File: config.mk
export PLATFORM = sky130hd
export DESIGN_NAME = rowbuf_seq
export DESIGN_NICKNAME = d
export VERILOG_FILES = /design/src/rtl/rbw_pkg.sv /design/src/rtl/rbw_array.sv /design/src/rtl/rbw_merge.sv /design/src/rtl/rbw_refresh.sv /design/src/rtl/rowbuf_seq.sv
export SDC_FILE = /design/constraint.sdc
export NUM_CORES = 1
export LEC_CHECK = 0
export BUFFER_PORTS_ARGS = -buffer_cell sky130_fd_sc_hd__buf_2
export CAP_MARGIN = 20
export CORE_AREA = 2 2 260 262
export DETAILED_ROUTE_END_ITERATION = 12
export DIE_AREA = 0 0 262 264
export PLACE_DENSITY_LB_ADDON = 0.3
export SKIP_LAST_GASP = 1
export SYNTH_ARGS = -nofsm -noshare
export SYNTH_HDL_FRONTEND = slang
export SYNTH_SLANG_ARGS = --single-unit
File: constraint.sdc
create_clock -name clk -period 4.3 [get_ports clk]
set_input_delay 0 -clock clk [delete_from_list [all_inputs] [get_ports clk]]
set_output_delay 0 -clock clk [all_outputs]
set_load 0.01 [all_outputs]
File: src/rtl/rbw_pkg.sv
package rbw_pkg;
   typedef enum logic [1:0] {
      CMD_NONE = 2'd0,
      CMD_RD   = 2'd1,
      CMD_WR   = 2'd2
   } arr_cmd_e;

   typedef enum logic [2:0] {
      S_IDLE, S_CRD, S_CMRG, S_CWB, S_CRET, S_RRD, S_RWB
   } seq_state_e;
endpackage

File: src/rtl/rbw_array.sv
module rbw_array
   import rbw_pkg::*;
#(
   parameter int ROWS   = 8,
   parameter int ROW_W  = 64,
   parameter int ROW_AW = 3
) (
   input  logic              clk,
   input  logic              rst_n,
   input  arr_cmd_e          cmd,
   input  logic [ROW_AW-1:0] row,
   input  logic [ROW_W-1:0]  wdata,
   output logic [ROW_W-1:0]  rdata
);
   logic [ROW_W-1:0] store_q [ROWS];

   always_ff @(posedge clk or negedge rst_n) begin
      if (!rst_n) begin
         for (int r = 0; r < ROWS; r++) store_q[r] <= '0;
         rdata <= '0;
      end else begin
         if (cmd == CMD_RD) rdata <= store_q[row];
         if (cmd == CMD_WR) store_q[row] <= wdata;
      end
   end
endmodule

File: src/rtl/rbw_merge.sv
module rbw_merge #(
   parameter int LANES  = 8,
   parameter int BYTE_W = 8,
   parameter int SEL_W  = 3
) (
   input  logic [LANES*BYTE_W-1:0] row_in,
   input  logic [SEL_W-1:0]        sel,
   input  logic [BYTE_W-1:0]       byte_in,
   output logic [LANES*BYTE_W-1:0] row_out,
   output logic [BYTE_W-1:0]       byte_out
);
   for (genvar g = 0; g < LANES; g++) begin : g_lane
      assign row_out[g*BYTE_W +: BYTE_W] =
         (sel == SEL_W'(g)) ? byte_in : row_in[g*BYTE_W +: BYTE_W];
   end

   assign byte_out = row_in[sel*BYTE_W +: BYTE_W];
endmodule

File: src/rtl/rbw_refresh.sv
module rbw_refresh #(
   parameter int ROW_AW = 3,
   parameter int GAP    = 16
) (
   input  logic              clk,
   input  logic              rst_n,
   input  logic              en,
   input  logic              start,
   input  logic              done,
   output logic              pending,
   output logic [ROW_AW-1:0] row
);
   localparam int TW = (GAP > 2) ? $clog2(GAP) : 1;
   logic [TW-1:0] timer_q;

   always_ff @(posedge clk or negedge rst_n) begin
      if (!rst_n) begin
         timer_q <= '0;
         pending <= 1'b0;
         row     <= '0;
      end else begin
         if (start) pending <= 1'b0;
         else if (en && !pending) begin
            if (timer_q == TW'(GAP - 1)) begin
               timer_q <= '0;
               pending <= 1'b1;
            end else begin
               timer_q <= timer_q + 1'b1;
            end
         end
         if (done) row <= row + 1'b1;
      end
   end
endmodule

File: src/rtl/rowbuf_seq.sv
module rowbuf_seq
   import rbw_pkg::*;
#(
   parameter int ADDR_W      = 6,
   parameter int BYTE_W      = 8,
   parameter int ROW_BYTES   = 8,
   parameter int REFRESH_GAP = 16
) (
   input  logic                 clk,
   input  logic                 rst_n,
   input  logic                 req_valid,
   input  logic                 req_write,
   input  logic [ADDR_W-1:0]    req_addr,
   input  logic [BYTE_W-1:0]    req_wdata,
   output logic                 req_ready,
   output logic                 rsp_valid,
   output logic [BYTE_W-1:0]    rsp_rdata,
   input  logic                 refresh_en,
   output logic [1:0]           arr_cmd,
   output logic [ADDR_W-4:0]    arr_row,
   output logic                 arr_refresh
);
   localparam int SEL_W  = $clog2(ROW_BYTES);
   localparam int ROW_AW = ADDR_W - SEL_W;
   localparam int ROWS   = 2 ** ROW_AW;
   localparam int ROW_W  = ROW_BYTES * BYTE_W;

   if (ROW_BYTES != 8) begin : g_bad_row
      $error("rowbuf_seq: ROW_BYTES must be 8 (three byte-select bits)");
   end
   if (ADDR_W <= SEL_W || ADDR_W > 12) begin : g_bad_addr
      $error("rowbuf_seq: ADDR_W out of range");
   end
   if (REFRESH_GAP < 2) begin : g_bad_gap
      $error("rowbuf_seq: REFRESH_GAP must be at least 2");
   end

   seq_state_e        state_q, state_d;
   logic [ROW_AW-1:0] a_row;
   logic [SEL_W-1:0]  a_sel;
   logic [BYTE_W-1:0] a_wdata;
   logic              a_write;
   logic [ROW_W-1:0]  mbuf_q, rd_row, merged, wr_row;
   logic [BYTE_W-1:0] sel_byte;
   logic [ROW_AW-1:0] ref_row, cmd_row;
   logic              ref_pending, ref_start, ref_done, accept;
   arr_cmd_e          cmd;

   assign req_ready = (state_q == S_IDLE);
   assign accept    = req_ready && req_valid;
   assign ref_start = req_ready && !req_valid && ref_pending && refresh_en;
   assign ref_done  = (state_q == S_RWB);

   always_comb begin
      state_d = state_q;
      unique case (state_q)
         S_IDLE: if (accept) state_d = S_CRD;
                 else if (ref_start) state_d = S_RRD;
         S_CRD:  state_d = a_write ? S_CMRG : S_CRET;
         S_CMRG: state_d = S_CWB;
         S_CWB:  state_d = S_IDLE;
         S_CRET: state_d = S_IDLE;
         S_RRD:  state_d = S_RWB;
         S_RWB:  state_d = S_IDLE;
         default: state_d = S_IDLE;
      endcase
   end

   always_comb begin
      unique case (state_q)
         S_CRD, S_RRD: cmd = CMD_RD;
         S_CWB, S_RWB: cmd = CMD_WR;
         default:      cmd = CMD_NONE;
      endcase
   end

   assign arr_refresh = (state_q == S_RRD) || (state_q == S_RWB);
   assign cmd_row     = arr_refresh ? ref_row : a_row;
   assign wr_row      = arr_refresh ? rd_row : mbuf_q;
   assign arr_cmd     = cmd;
   assign arr_row     = cmd_row;
   assign rsp_valid   = (state_q == S_CRET);
   assign rsp_rdata   = sel_byte;

   always_ff @(posedge clk or negedge rst_n) begin
      if (!rst_n) begin
         state_q <= S_IDLE;
         a_row   <= '0;
         a_sel   <= '0;
         a_wdata <= '0;
         a_write <= 1'b0;
         mbuf_q  <= '0;
      end else begin
         state_q <= state_d;
         if (accept) begin
            a_row   <= req_addr[ADDR_W-1:SEL_W];
            a_sel   <= req_addr[SEL_W-1:0];
            a_wdata <= req_wdata;
            a_write <= req_write;
         end
         if (state_q == S_CMRG) mbuf_q <= merged;
      end
   end

   rbw_array #(.ROWS(ROWS), .ROW_W(ROW_W), .ROW_AW(ROW_AW)) u_array (
      .clk(clk), .rst_n(rst_n), .cmd(cmd), .row(cmd_row),
      .wdata(wr_row), .rdata(rd_row)
   );

   rbw_merge #(.LANES(ROW_BYTES), .BYTE_W(BYTE_W), .SEL_W(SEL_W)) u_merge (
      .row_in(rd_row), .sel(a_sel), .byte_in(a_wdata),
      .row_out(merged), .byte_out(sel_byte)
   );

   rbw_refresh #(.ROW_AW(ROW_AW), .GAP(REFRESH_GAP)) u_refresh (
      .clk(clk), .rst_n(rst_n), .en(refresh_en), .start(ref_start),
      .done(ref_done), .pending(ref_pending), .row(ref_row)
   );
endmodule

==> results.ini <==
[layout]
drive_gt1_frac=0.147
n_antenna_cell=0
n_fill_cell=5652
final_core_util=0.550
nNetsFinal=3236
area_growth_pct=11.5

[synth]
synth_edf_count=0
synth_cells=3326
synth_area_mm2=0.0329
ys_seq_area_frac=0.507
ys_warn_count=0
synthFlopType=dfrtp_1
yosysMostFrequentCell=a21oi_1
ys_types=51
syn-num-nets=3347
syn_area_per_cell_um2=9.88
synth_common_cells=a21oi_1 (717), dfrtp_1 (666), nor2_1 (530)
synth_area_leaders=dfrtp_1 (51%), a21oi_1 (11%), nor2_1 (6.1%)
synth_top_area_frac=0.507
synth.largest_area_cell=dfrtp_1
ys_ff_latch=666
synth-async-reset-ratio=1.00

[clock_tree]
cts_buffer_depth=3
root_buffer=clkbuf_16
cts_sinks=666
cts_buffers=72
cts.clk_slew.worst_paths_ps=60
ctsResizeCount=0
cts_tree=yes
clkLatencyLatePin_ps=630
cts_htree_levels=3

[pwr]
p_per_area_mw_per_mm2=902
ir_drop_mv=0.551
p_leak_uw=0.0155

[placed_design]
dp_worst_setup_slack_ps=1150
numPortBuffers=34
place.detailed.hpwl_um=57600
gp_congestion=0.849

[timing]
worst_pin_slew_ps=1050
grt_setup_unrepaired=no
slew_headroom=0.300
min_period_ps=3220
skew_ps=31.1
drv_slew=0
final-setup-viol-count=0
clock.fmax_mhz=311
finalHoldViolCount=0
fin_ws_ps=1080
fin_crit_sh=0.749
fin_setup_tns_ps=0

[drt]
first_iter_violations=3020
antenna_left=0
wire_per_inst_um=23.9
drc=0
drt-total-wl_um=98900
drtPass1Iterations=6
viasPerCell=6.44
vias=26686

[global_routing]
grt-ovfl-total=0
track_usage=0.288
grt_max_degree=135
grt_pass1_wl_um=155000
antenna_found_initial=1
grt_pass1_vias=26742

[critical_path]
r2r_end=u_array.rdata[21]
cp_max_fo=38
reg2reg_slack_ps=1080
endpoint=u_array.rdata[21]
worstSetupEndpointType=flop
r2r_cells=6
crit_start=state_q[1]
cp.arrival_ps=3710
critPathLaunchType=flop
path_class=reg2reg
reg2reg_from=state_q[1]
crit_required_ps=4790

[floorplanning]
coreArea_mm2=0.0666
num_rows=95
die_w_um=262
io_pins=35
start_util=0.494
die_area_mm2=0.0692
die_height_um=264

[run_status]
outcome=completed

[min_path]
min_path_type=in2async

[job]
cap_violations=0

[critical path: stages (launching register included)]
cell     delay, ps
dfrtp_1        680
xnor2_1        260
o21ai_0        610
and2_2         740
buf_12         340
a21oi_1         80
o32a_1         340
[final cells by class]
type                    instances  area (µm²)  share of cell area
flip-flops and latches        666       16700               0.455
multi-input cells            2337       15000               0.410
clock buffers                 108        2160              0.0589
repair buffers                133        1350              0.0370
well taps                     873        1090              0.0298
clock inverters                22         312             0.00851
inverters                       5        23.8            0.000649
[sequential cells by signal (all words and copies together) (netlist names), 3 cells and up]
name               flops
state_q                3
u_refresh.timer_q      4
a_wdata                8
a_row                  3
mbuf_q                64
u_array.rdata         64
a_sel                  3
u_array.store_q      512
u_refresh.row          3
[where the power goes]
group,leakage [µW],internal (µW),switching [µW]
Combinational,0.00615,6000,8410
Clock,0.00122,3850,2600
Sequential,0.00817,9330,2850
[metal layers]
metal  GRT usage  vias to the layer above  wire length (µm)
met3      0.0532                      223              8600
met2       0.453                     1295             46000
met5           0                        -                 0
met1       0.402                    13466             41300
met4       0.100                        0              2990
li1            -                    11702                 -
[through the flow]
step / total power, µW / instances / hold WS [ps] / area (µm²)
final: 33000 / 4144 / 67.9 / 36600
after global routing: 34900 / 4144 / 128 / 36600
after CTS: 32800 / 4143 / 95.6 / 36600
after detailed placement: 26300 / 3994 / 151 / 33900
after global placement: 25600 / 3994 / 139 / 33900
after floorplan: 21500 / 3326 / -296 / 32900
[worst min path at each step]
| stage | end | slack [ps] | cells past startpoint |
|---|---|---|---|
| after floorplan | a_row[0] | -300 | 0 |
| after global placement | u_array.store_q[261] | 140 | 1 |
| after detailed placement | u_array.store_q[261] | 150 | 1 |
| after CTS | u_array.store_q[285] | 100 | 2 |
| after global routing | a_sel[2] | 130 | 3 |
| final | u_array.store_q[501] | 70 | 2 |
[placed cells by master (no fill, tap or decap), types with 48 or more instances in the layout]
cell type  instances
dfrtp_1          661
mux4_2            64
nand2_1           74
nor2_1           530
nand3_1          138
mux2_2           129
a21oi_1          711
o21ai_0          227
o32a_1            48
clkbuf_16         73
mux2i_1          191
buf_4             50
[kinds of logic (layout without fill, tap and decap cells)]
| logic type | Yosys count | after routing | synth area share |
|---|---|---|---|
| xor gates and xnor gates | 5 | 5 | 0.00133 |
| adders and majority gates | 2 | 2 | 0.000761 |
| muxes | 413 | 413 | 0.158 |
| DFF | 666 | 666 | 0.507 |
| and+or+nand+nor | 825 | 825 | 0.107 |
| buffers and inverters | 323 | 268 | 0.0419 |
| AOI/OAI and AO/OA | 1092 | 1092 | 0.184 |
[repair_timing]
| item | 4_1_cts | 5_1_grt |
|---|---|---|
| buffers inserted | 0 | 0 |
| hold buffers | 19 | 0 |
| endpoints found under the setup margin | 0 | 0 |
| hold endpoints to repair | 122 | 0 |
No activity file was read; power rests on OpenSTA's default activity.
